[src/rtl/rb_pkg.sv]
package rb_pkg;
  typedef enum logic [1:0] {
    SL_HELD = 2'd0,
    SL_KEEP = 2'd1,
    SL_DROP = 2'd2
  } slot_st_t;
endpackage

[src/rtl/rb_pipe.sv]
// Primary ring: one write per crossing, fixed-latency read tap.
module rb_pipe #(
  parameter int W     = 64,
  parameter int DEPTH = 16,
  parameter int LAT   = 10
) (
  input  logic         clk,
  input  logic         rst_n,
  input  logic [W-1:0] din,
  output logic [W-1:0] dout
);
  localparam int AW = $clog2(DEPTH);

  logic [W-1:0]  ring [DEPTH];
  logic [AW-1:0] wp;

  always_ff @(posedge clk) begin
    ring[wp] <= din;
  end

  always_ff @(posedge clk or negedge rst_n) begin
    if (!rst_n) wp <= '0;
    else        wp <= wp + 1'b1;
  end

  assign dout = ring[wp - AW'(LAT)];
endmodule

[src/rtl/rb_slots.sv]
// Secondary store: ring of slots with write, decision and retire pointers.
module rb_slots import rb_pkg::*; #(
  parameter int W     = 64,
  parameter int SLOTS = 4,
  parameter int TW    = 8,
  parameter int CW    = 8
) (
  input  logic                     clk,
  input  logic                     rst_n,
  input  logic                     l0_acc,
  input  logic                     l0_region,
  input  logic [W-1:0]             l0_data,
  input  logic                     l1_valid,
  input  logic                     l1_keep,
  input  logic [TW-1:0]            l1_tag,
  input  logic                     start_full,
  input  logic                     done_full,
  input  logic                     done_part,
  input  logic [$clog2(SLOTS)-1:0] part_done_idx,
  input  logic [$clog2(SLOTS)-1:0] rd_idx,
  output logic [W-1:0]             rd_data,
  output logic [TW-1:0]            rd_tag,
  output logic [$clog2(SLOTS)-1:0] head_idx,
  output logic                     head_keep,
  output logic                     part_any,
  output logic [$clog2(SLOTS)-1:0] part_idx,
  output logic                     full,
  output logic [CW-1:0]            drop_cnt,
  output logic [TW-1:0]            evt_tag
);
  localparam int SW = $clog2(SLOTS);
  localparam int PW = SW + 1;

  logic [W-1:0]     data_q [SLOTS];
  logic [TW-1:0]    tag_q  [SLOTS];
  slot_st_t         st_q   [SLOTS];
  logic [SLOTS-1:0] pend_q, pend_nx;
  logic [PW-1:0]    wr_p, rd_p, dc_p, fill;
  logic [SW-1:0]    wr_i, rd_i, dc_i;
  logic             store, l1_hit, head_dec, head_free, retire;

  assign wr_i = wr_p[SW-1:0];
  assign rd_i = rd_p[SW-1:0];
  assign dc_i = dc_p[SW-1:0];
  assign fill = wr_p - rd_p;
  assign full = (fill == PW'(SLOTS));

  assign store     = l0_acc & ~full;
  assign l1_hit    = l1_valid & (dc_p != wr_p) & (l1_tag == tag_q[dc_i]);
  assign head_dec  = (rd_p != dc_p);
  assign head_keep = head_dec & (st_q[rd_i] == SL_KEEP);
  assign head_free = head_dec & (st_q[rd_i] == SL_DROP) & ~pend_q[rd_i];
  assign retire    = done_full | head_free;
  assign head_idx  = rd_i;

  assign rd_data = data_q[rd_idx];
  assign rd_tag  = tag_q[rd_idx];

  // oldest pending partial, scanning from the retire pointer
  always_comb begin
    part_any = 1'b0;
    part_idx = '0;
    for (int k = SLOTS - 1; k >= 0; k--) begin
      logic [SW-1:0] ix;
      ix = rd_i + SW'(k);
      if (pend_q[ix]) begin
        part_any = 1'b1;
        part_idx = ix;
      end
    end
  end

  always_comb begin
    pend_nx = pend_q;
    if (done_part)         pend_nx[part_done_idx] = 1'b0;
    if (start_full)        pend_nx[rd_i]          = 1'b0;
    if (store & l0_region) pend_nx[wr_i]          = 1'b1;
  end

  always_ff @(posedge clk) begin
    if (store) begin
      data_q[wr_i] <= l0_data;
      tag_q[wr_i]  <= evt_tag;
    end
  end

  always_ff @(posedge clk or negedge rst_n) begin
    if (!rst_n) begin
      wr_p     <= '0;
      rd_p     <= '0;
      dc_p     <= '0;
      pend_q   <= '0;
      drop_cnt <= '0;
      evt_tag  <= '0;
      for (int s = 0; s < SLOTS; s++) st_q[s] <= SL_HELD;
    end else begin
      pend_q <= pend_nx;
      if (store) begin
        wr_p       <= wr_p + 1'b1;
        st_q[wr_i] <= SL_HELD;
      end
      if (l1_hit) begin
        dc_p       <= dc_p + 1'b1;
        st_q[dc_i] <= l1_keep ? SL_KEEP : SL_DROP;
      end
      if (retire)         rd_p     <= rd_p + 1'b1;
      if (l0_acc)         evt_tag  <= evt_tag + 1'b1;
      if (l0_acc && full) drop_cnt <= drop_cnt + 1'b1;
    end
  end
endmodule

[src/rtl/rb_framer.sv]
// Output framer: chooses the next frame between frames, streams header + channels.
module rb_framer #(
  parameter int DW  = 16,
  parameter int NCH = 4,
  parameter int SUB = 2,
  parameter int TW  = 8,
  parameter int SW  = 2
) (
  input  logic              clk,
  input  logic              rst_n,
  input  logic              head_keep,
  input  logic [SW-1:0]     head_idx,
  input  logic              part_any,
  input  logic [SW-1:0]     part_idx,
  input  logic [NCH*DW-1:0] rd_data,
  input  logic [TW-1:0]     rd_tag,
  output logic [SW-1:0]     rd_idx,
  output logic              start_full,
  output logic              done_full,
  output logic              done_part,
  output logic              out_valid,
  input  logic              out_ready,
  output logic [DW-1:0]     out_data,
  output logic              out_first,
  output logic              out_last
);
  localparam int IW = $clog2(NCH + 1);
  localparam int NW = 1 << IW;
  localparam logic [IW-1:0] LAST_F = IW'(NCH);
  localparam logic [IW-1:0] LAST_P = IW'(SUB);

  logic          act_q, full_q, hs, start_part;
  logic [SW-1:0] idx_q;
  logic [IW-1:0] wd_q, ch_sel;
  logic [DW-1:0] ch [NW];
  logic [DW-1:0] hdr;

  for (genvar g = 0; g < NW; g++) begin : g_ch
    if (g < NCH) begin : g_real
      assign ch[g] = rd_data[g*DW +: DW];
    end else begin : g_pad
      assign ch[g] = '0;
    end
  end

  always_comb begin
    hdr         = '0;
    hdr[DW-1]   = full_q;
    hdr[TW-1:0] = rd_tag;
  end

  assign rd_idx     = idx_q;
  assign start_full = ~act_q & head_keep;
  assign start_part = ~act_q & ~head_keep & part_any;
  assign out_valid  = act_q;
  assign out_first  = act_q & (wd_q == '0);
  assign out_last   = act_q & (wd_q == (full_q ? LAST_F : LAST_P));
  assign ch_sel     = wd_q - 1'b1;
  assign out_data   = (wd_q == '0) ? hdr : ch[ch_sel];
  assign hs         = act_q & out_ready;
  assign done_full  = hs & out_last & full_q;
  assign done_part  = hs & out_last & ~full_q;

  always_ff @(posedge clk or negedge rst_n) begin
    if (!rst_n) begin
      act_q  <= 1'b0;
      full_q <= 1'b0;
      idx_q  <= '0;
      wd_q   <= '0;
    end else if (!act_q) begin
      if (start_full) begin
        act_q  <= 1'b1;
        full_q <= 1'b1;
        idx_q  <= head_idx;
        wd_q   <= '0;
      end else if (start_part) begin
        act_q  <= 1'b1;
        full_q <= 1'b0;
        idx_q  <= part_idx;
        wd_q   <= '0;
      end
    end else if (hs) begin
      if (out_last) act_q <= 1'b0;
      else          wd_q  <= wd_q + 1'b1;
    end
  end
endmodule

[src/rtl/trig_readout_buf.sv]
module trig_readout_buf #(
  parameter int DW     = 16,
  parameter int NCH    = 4,
  parameter int SUB    = 2,
  parameter int TW     = 8,
  parameter int CW     = 8,
  parameter int SLOTS  = 4,
  parameter int DEPTH  = 16,
  parameter int L0_LAT = 10
) (
  input  logic              clk,
  input  logic              rst_n,
  input  logic [NCH*DW-1:0] bx_data,
  input  logic              l0_acc,
  input  logic              l0_region,
  input  logic              l1_valid,
  input  logic              l1_keep,
  input  logic [TW-1:0]     l1_tag,
  output logic              out_valid,
  input  logic              out_ready,
  output logic [DW-1:0]     out_data,
  output logic              out_first,
  output logic              out_last,
  output logic              busy,
  output logic [CW-1:0]     drop_cnt,
  output logic [TW-1:0]     evt_tag
);
  localparam int EW = NCH * DW;
  localparam int SW = $clog2(SLOTS);

  logic [EW-1:0] tap, rd_data;
  logic [TW-1:0] rd_tag;
  logic [SW-1:0] rd_idx, head_idx, part_idx;
  logic          head_keep, part_any, start_full, done_full, done_part;

  rb_pipe #(.W(EW), .DEPTH(DEPTH), .LAT(L0_LAT)) u_pipe (
    .clk(clk), .rst_n(rst_n), .din(bx_data), .dout(tap)
  );

  rb_slots #(.W(EW), .SLOTS(SLOTS), .TW(TW), .CW(CW)) u_slots (
    .clk(clk), .rst_n(rst_n),
    .l0_acc(l0_acc), .l0_region(l0_region), .l0_data(tap),
    .l1_valid(l1_valid), .l1_keep(l1_keep), .l1_tag(l1_tag),
    .start_full(start_full), .done_full(done_full), .done_part(done_part),
    .part_done_idx(rd_idx), .rd_idx(rd_idx), .rd_data(rd_data), .rd_tag(rd_tag),
    .head_idx(head_idx), .head_keep(head_keep),
    .part_any(part_any), .part_idx(part_idx),
    .full(busy), .drop_cnt(drop_cnt), .evt_tag(evt_tag)
  );

  rb_framer #(.DW(DW), .NCH(NCH), .SUB(SUB), .TW(TW), .SW(SW)) u_framer (
    .clk(clk), .rst_n(rst_n),
    .head_keep(head_keep), .head_idx(head_idx),
    .part_any(part_any), .part_idx(part_idx),
    .rd_data(rd_data), .rd_tag(rd_tag), .rd_idx(rd_idx),
    .start_full(start_full), .done_full(done_full), .done_part(done_part),
    .out_valid(out_valid), .out_ready(out_ready), .out_data(out_data),
    .out_first(out_first), .out_last(out_last)
  );
endmodule

[config.mk]
export PLATFORM = sky130hd
export DESIGN_NAME = trig_readout_buf
export DESIGN_NICKNAME = d
export VERILOG_FILES = /design/src/rtl/rb_pkg.sv /design/src/rtl/rb_pipe.sv /design/src/rtl/rb_slots.sv /design/src/rtl/rb_framer.sv /design/src/rtl/trig_readout_buf.sv
export SDC_FILE = /design/constraint.sdc
export NUM_CORES = 1
export LEC_CHECK = 0
export BUFFER_PORTS_ARGS = -buffer_cell sky130_fd_sc_hd__buf_2
export CAP_MARGIN = 30
export CORE_MARGIN = 2
export CORE_UTILIZATION = 30
export CTS_BUF_LIST = sky130_fd_sc_hd__clkbuf_8
export DETAILED_ROUTE_END_ITERATION = 7
export SLEW_MARGIN = 5
export SYNTH_ARGS = -nofsm -noshare
export SYNTH_HDL_FRONTEND = slang
export SYNTH_HIERARCHICAL = 1
export SYNTH_SLANG_ARGS = --single-unit
[constraint.sdc]
create_clock -name clk -period 8.65 [get_ports clk]
set_input_delay 0.4325 -clock clk [delete_from_list [all_inputs] [get_ports clk]]
set_output_delay 0.4325 -clock clk [all_outputs]
set_load 0.01 [all_outputs]
==> results.py <==
metrics = {
    "final_layout": {
        "fillers": 16300,
        "drive_gt1_share_pct": 28.5,
        "area_growth_pct": 14.8,
        "nets": 2717,
        "fin_area_sq_um": 61200,
    },
    "placement": {
        "place_ws_ns": 4.66,
        "port-buffer-count": 114,
        "gp_congestion": 0.733,
        "hpwlAfterDp_um": 66000,
        "placed_area_sq_um": 56700,
    },
    "worst_setup_path": {
        "worstPathArrival_ns": 4.06,
        "path_class": "flop to primary output",
        "r2r_cells": 6,
        "cp_data_required_time_ns": 8.22,
        "critPathLaunchType": "flop",
        "worst-path-max-fanout": 38,
        "cpMostUsedCell": "mux4_2",
        "cp_slowest_cell": "dfrtp_4",
        "max_stage_delay_ns": 0.87,
        "crit_path_end_kind": "primary output",
        "crit_chain": "buf_4 -> buf_16 -> mux4_2 -> mux4_2 -> and2_1 -> buf_2",
    },
    "floorplanning": {
        "fp.dieW_um": 426,
        "fp.coreArea_sq_um": 176000,
        "die_area_sq_um": 181000,
        "rows": 154,
        "initial_core_util_pct": 30.2,
        "die_y_um": 426,
        "io_pins": 115,
    },
    "drt": {
        "drt_iter0_markers": 1852,
        "wirelength_um": 123000,
        "drt-wirelength-per-cell_um": 24.0,
        "via_count": 24600,
        "ant_nets": 0,
        "firstDrtPassIters": 6,
        "drcViolationCount": 0,
        "routed_via_density": 4.80,
    },
    "sta": {
        "maxSlewViolCount": 0,
        "hold_viol": 0,
        "fmax_ghz": 0.223,
        "worst_slew_pin_slew_ns": 0.968,
        "slew_headroom_pct": 35.5,
        "setup_viol": 0,
        "fin_skew_ns": 0.0489,
        "period_share_pct": 51.9,
        "rsz0062_at_grt": "no",
        "fin_crit_ns": 4.49,
        "finalSetupTns_ns": 0,
        "fin_ws_ns": 4.16,
    },
    "clock_tree": {
        "cts_setup_buffers": 0,
        "cts_num_sinks": 1360,
        "cts_inserted_buffers": 204,
        "worstSkewPairLatency_ns": 0.91,
        "root_buffer": "clkbuf_8",
        "cts_tree": "built",
        "clockBufferDepth": 3,
        "path_clk_slew_ns": 0.06,
        "htreeDepth": 4,
    },
    "logic_synthesis": {
        "synth_seq_cells": 1360,
        "synth_cell_types": 61,
        "yosys.area_share.simple_pct": 1.11,
        "synth_top_area_share_pct": 73.9,
        "synth_edf_count": 1312,
        "synth.most_common_cell": "edfxtp_1",
        "ys_top_cells_by_area": "edfxtp_1, mux4_2, mux2i_1",
        "synthAdderAreaFrac_pct": 0.587,
        "synth.largest_area_cell": "edfxtp_1",
        "syn_avg_cell_area_sq_um": 23.3,
        "synth.area.mux_share_pct": 19.1,
        "seq_area_frac_synth_pct": 76.1,
        "synth_ff_type": "edfxtp_1",
        "synth_area_sq_um": 53300,
        "synth_top_family_by_area": "multiplexers",
        "ys_async_sr_fraction_pct": 3.53,
        "synth_xor_xnor_area_share_pct": 0.688,
        "synth_compound_area_share_pct": 0.765,
        "yosysWarnings": 6,
        "yosys-top-cells-count": "edfxtp_1, mux4_2, mux2i_1",
        "synthesis.nets": 2389,
        "syn_inst": 2285,
    },
    "pwr": {
        "ir_drop_mv": 0.180,
        "powerDensity_nw_per_um2": 235,
        "p_leak_uw": 0.0205,
    },
    "outcome": {
        "status": "complete, no violations",
    },
    "run": {
        "cap_violations": 0,
    },
    "global_route": {
        "grt_pass1_wl_um": 178000,
        "grt_start_max_net_pins": 116,
        "grtUsageTotal_pct": 13.5,
        "antenna_found_initial": 26,
        "gr-total-overflow": 0,
        "grt_pass1_vias": 25500,
    },
    "hold_path": {
        "hold_depth": 5,
        "hold_class": "input port to flop",
    },
}
[logic make-up after synthesis]
kind of cell | after synthesis
flip-flops | 1360
multiplexers | 566
buffers and inverters | 136
AND/OR/NAND/NOR | 103
AO/OA/AOI/OAI | 54
XOR/XNOR | 41
adder cells (fa/ha/maj) | 25
[placed cells by master, fill, tap and decap left out, drive strengths merged, types with 3 or more instances in the layout]
master and count:
bufinv 4, o211ai 3, o2111ai 5, a21oi 4, and2 22, clkinv 77, o21ai 13, a32o 5
mux2 7, nor2 14, a31oi 3, nand3 5, nand2b 3, mux2i 205, edfxtp 1312, buf 166
nand4 5, xor2 18, and3 7, mux4 354, nor2b 6, nor3 8, ha 25, clkbuf 213
a22o 9, nand2 20, dlygate4sd3 71, xnor2 23, dfrtp 48, clkinvlp 3, inv 92
[worst paths after layout]
path	start	end	slack [ns]
worst max-delay path	u_framer/rd_idx[0]	out_data[9]	4.16
worst min-delay path	l1_tag[5]	u_slots/dc_p[0]	0.1
worst max register to register	u_pipe/wp[1]	u_slots/data_q[3][31]	4.78
worst min register to register	u_slots/drop_cnt[7]	u_slots/drop_cnt[7]	0.47
max in group asynchronous	rst_n	u_framer/rd_idx[1]	7.88
min in group asynchronous	rst_n	u_slots/drop_cnt[5]	0.21
[through the flow]
step | total power [uW] | instances | utilization [%] | hold WS, ns
5_1_grt | 15000 | 5116 | 34.7 | 0.0686
6_report | 14400 | 5116 | 34.7 | 0.0952
3_3_place_gp | 9620 | 4668 | 32.1 | 0.459
2_1_floorplan | 8970 | 2285 | - | 0.137
4_1_cts | 14600 | 5114 | 34.7 | 0.00214
3_5_place_dp | 9690 | 4675 | 32.2 | 0.464
[timing repair]
| action | CTS | global route |
|---|---|---|
| hold buffers | 71 | 0 |
| resized for setup | 0 | 0 |
| endpoints found under the hold margin | 1100 | 0 |
| endpoints found under the setup margin | 0 | 0 |
[per-layer routing]
| layer | vias up | part of all wire (%) | GRT usage, % |
|---|---|---|---|
| li1 | 10400 | - | - |
| met1 | 13200 | 42 | 17.6 |
| met2 | 755 | 51 | 23.0 |
| met3 | 186 | 5.7 | 2.74 |
| met4 | 16 | 1.6 | 3.26 |
| met5 | - | 0.084 | 0 |
[registers in the layout, summed over array words and instances (netlist names), 4 cells and up]
| register | cells |
|---|---|
| u_slots/tag_q | 32 |
| u_slots/drop_cnt | 8 |
| u_slots/pend_q | 4 |
| u_slots/evt_tag | 8 |
| u_slots/st_q | 8 |
| u_pipe/wp | 4 |
| u_slots/data_q | 256 |
| u_pipe/ring | 1024 |
[power breakdown]
group	switching, uW	total [uW]	internal, uW	leakage [uW]
clock network	2460	4860	2410	0.00218
registers	232	7840	7610	0.0125
logic	940	1710	767	0.00577
total	3630	14400	10800	0.0205
[layout make-up]
cell class              instances  area (sq um)  share of cell area, %
inverters                      21          80.1                  0.131
diodes                          1          2.50                0.00409
well taps                    2340          2930                   4.78
flip-flops and latches       1360         40600                   66.3
clock inverters               155           828                   1.35
multi-input cells             789         12000                   19.6
clock buffers                 213          2930                   4.79
repair buffers                237          1850                   3.03
[critical path, delay by kind of cell, from the launching register on]
kind | cells | cell delay, ns
buf+inv | 3 | 0.86
flops | 1 | 0.87
mux | 2 | 1.06
simple gates | 1 | 0.27
(Power assumes the default switching activity.)
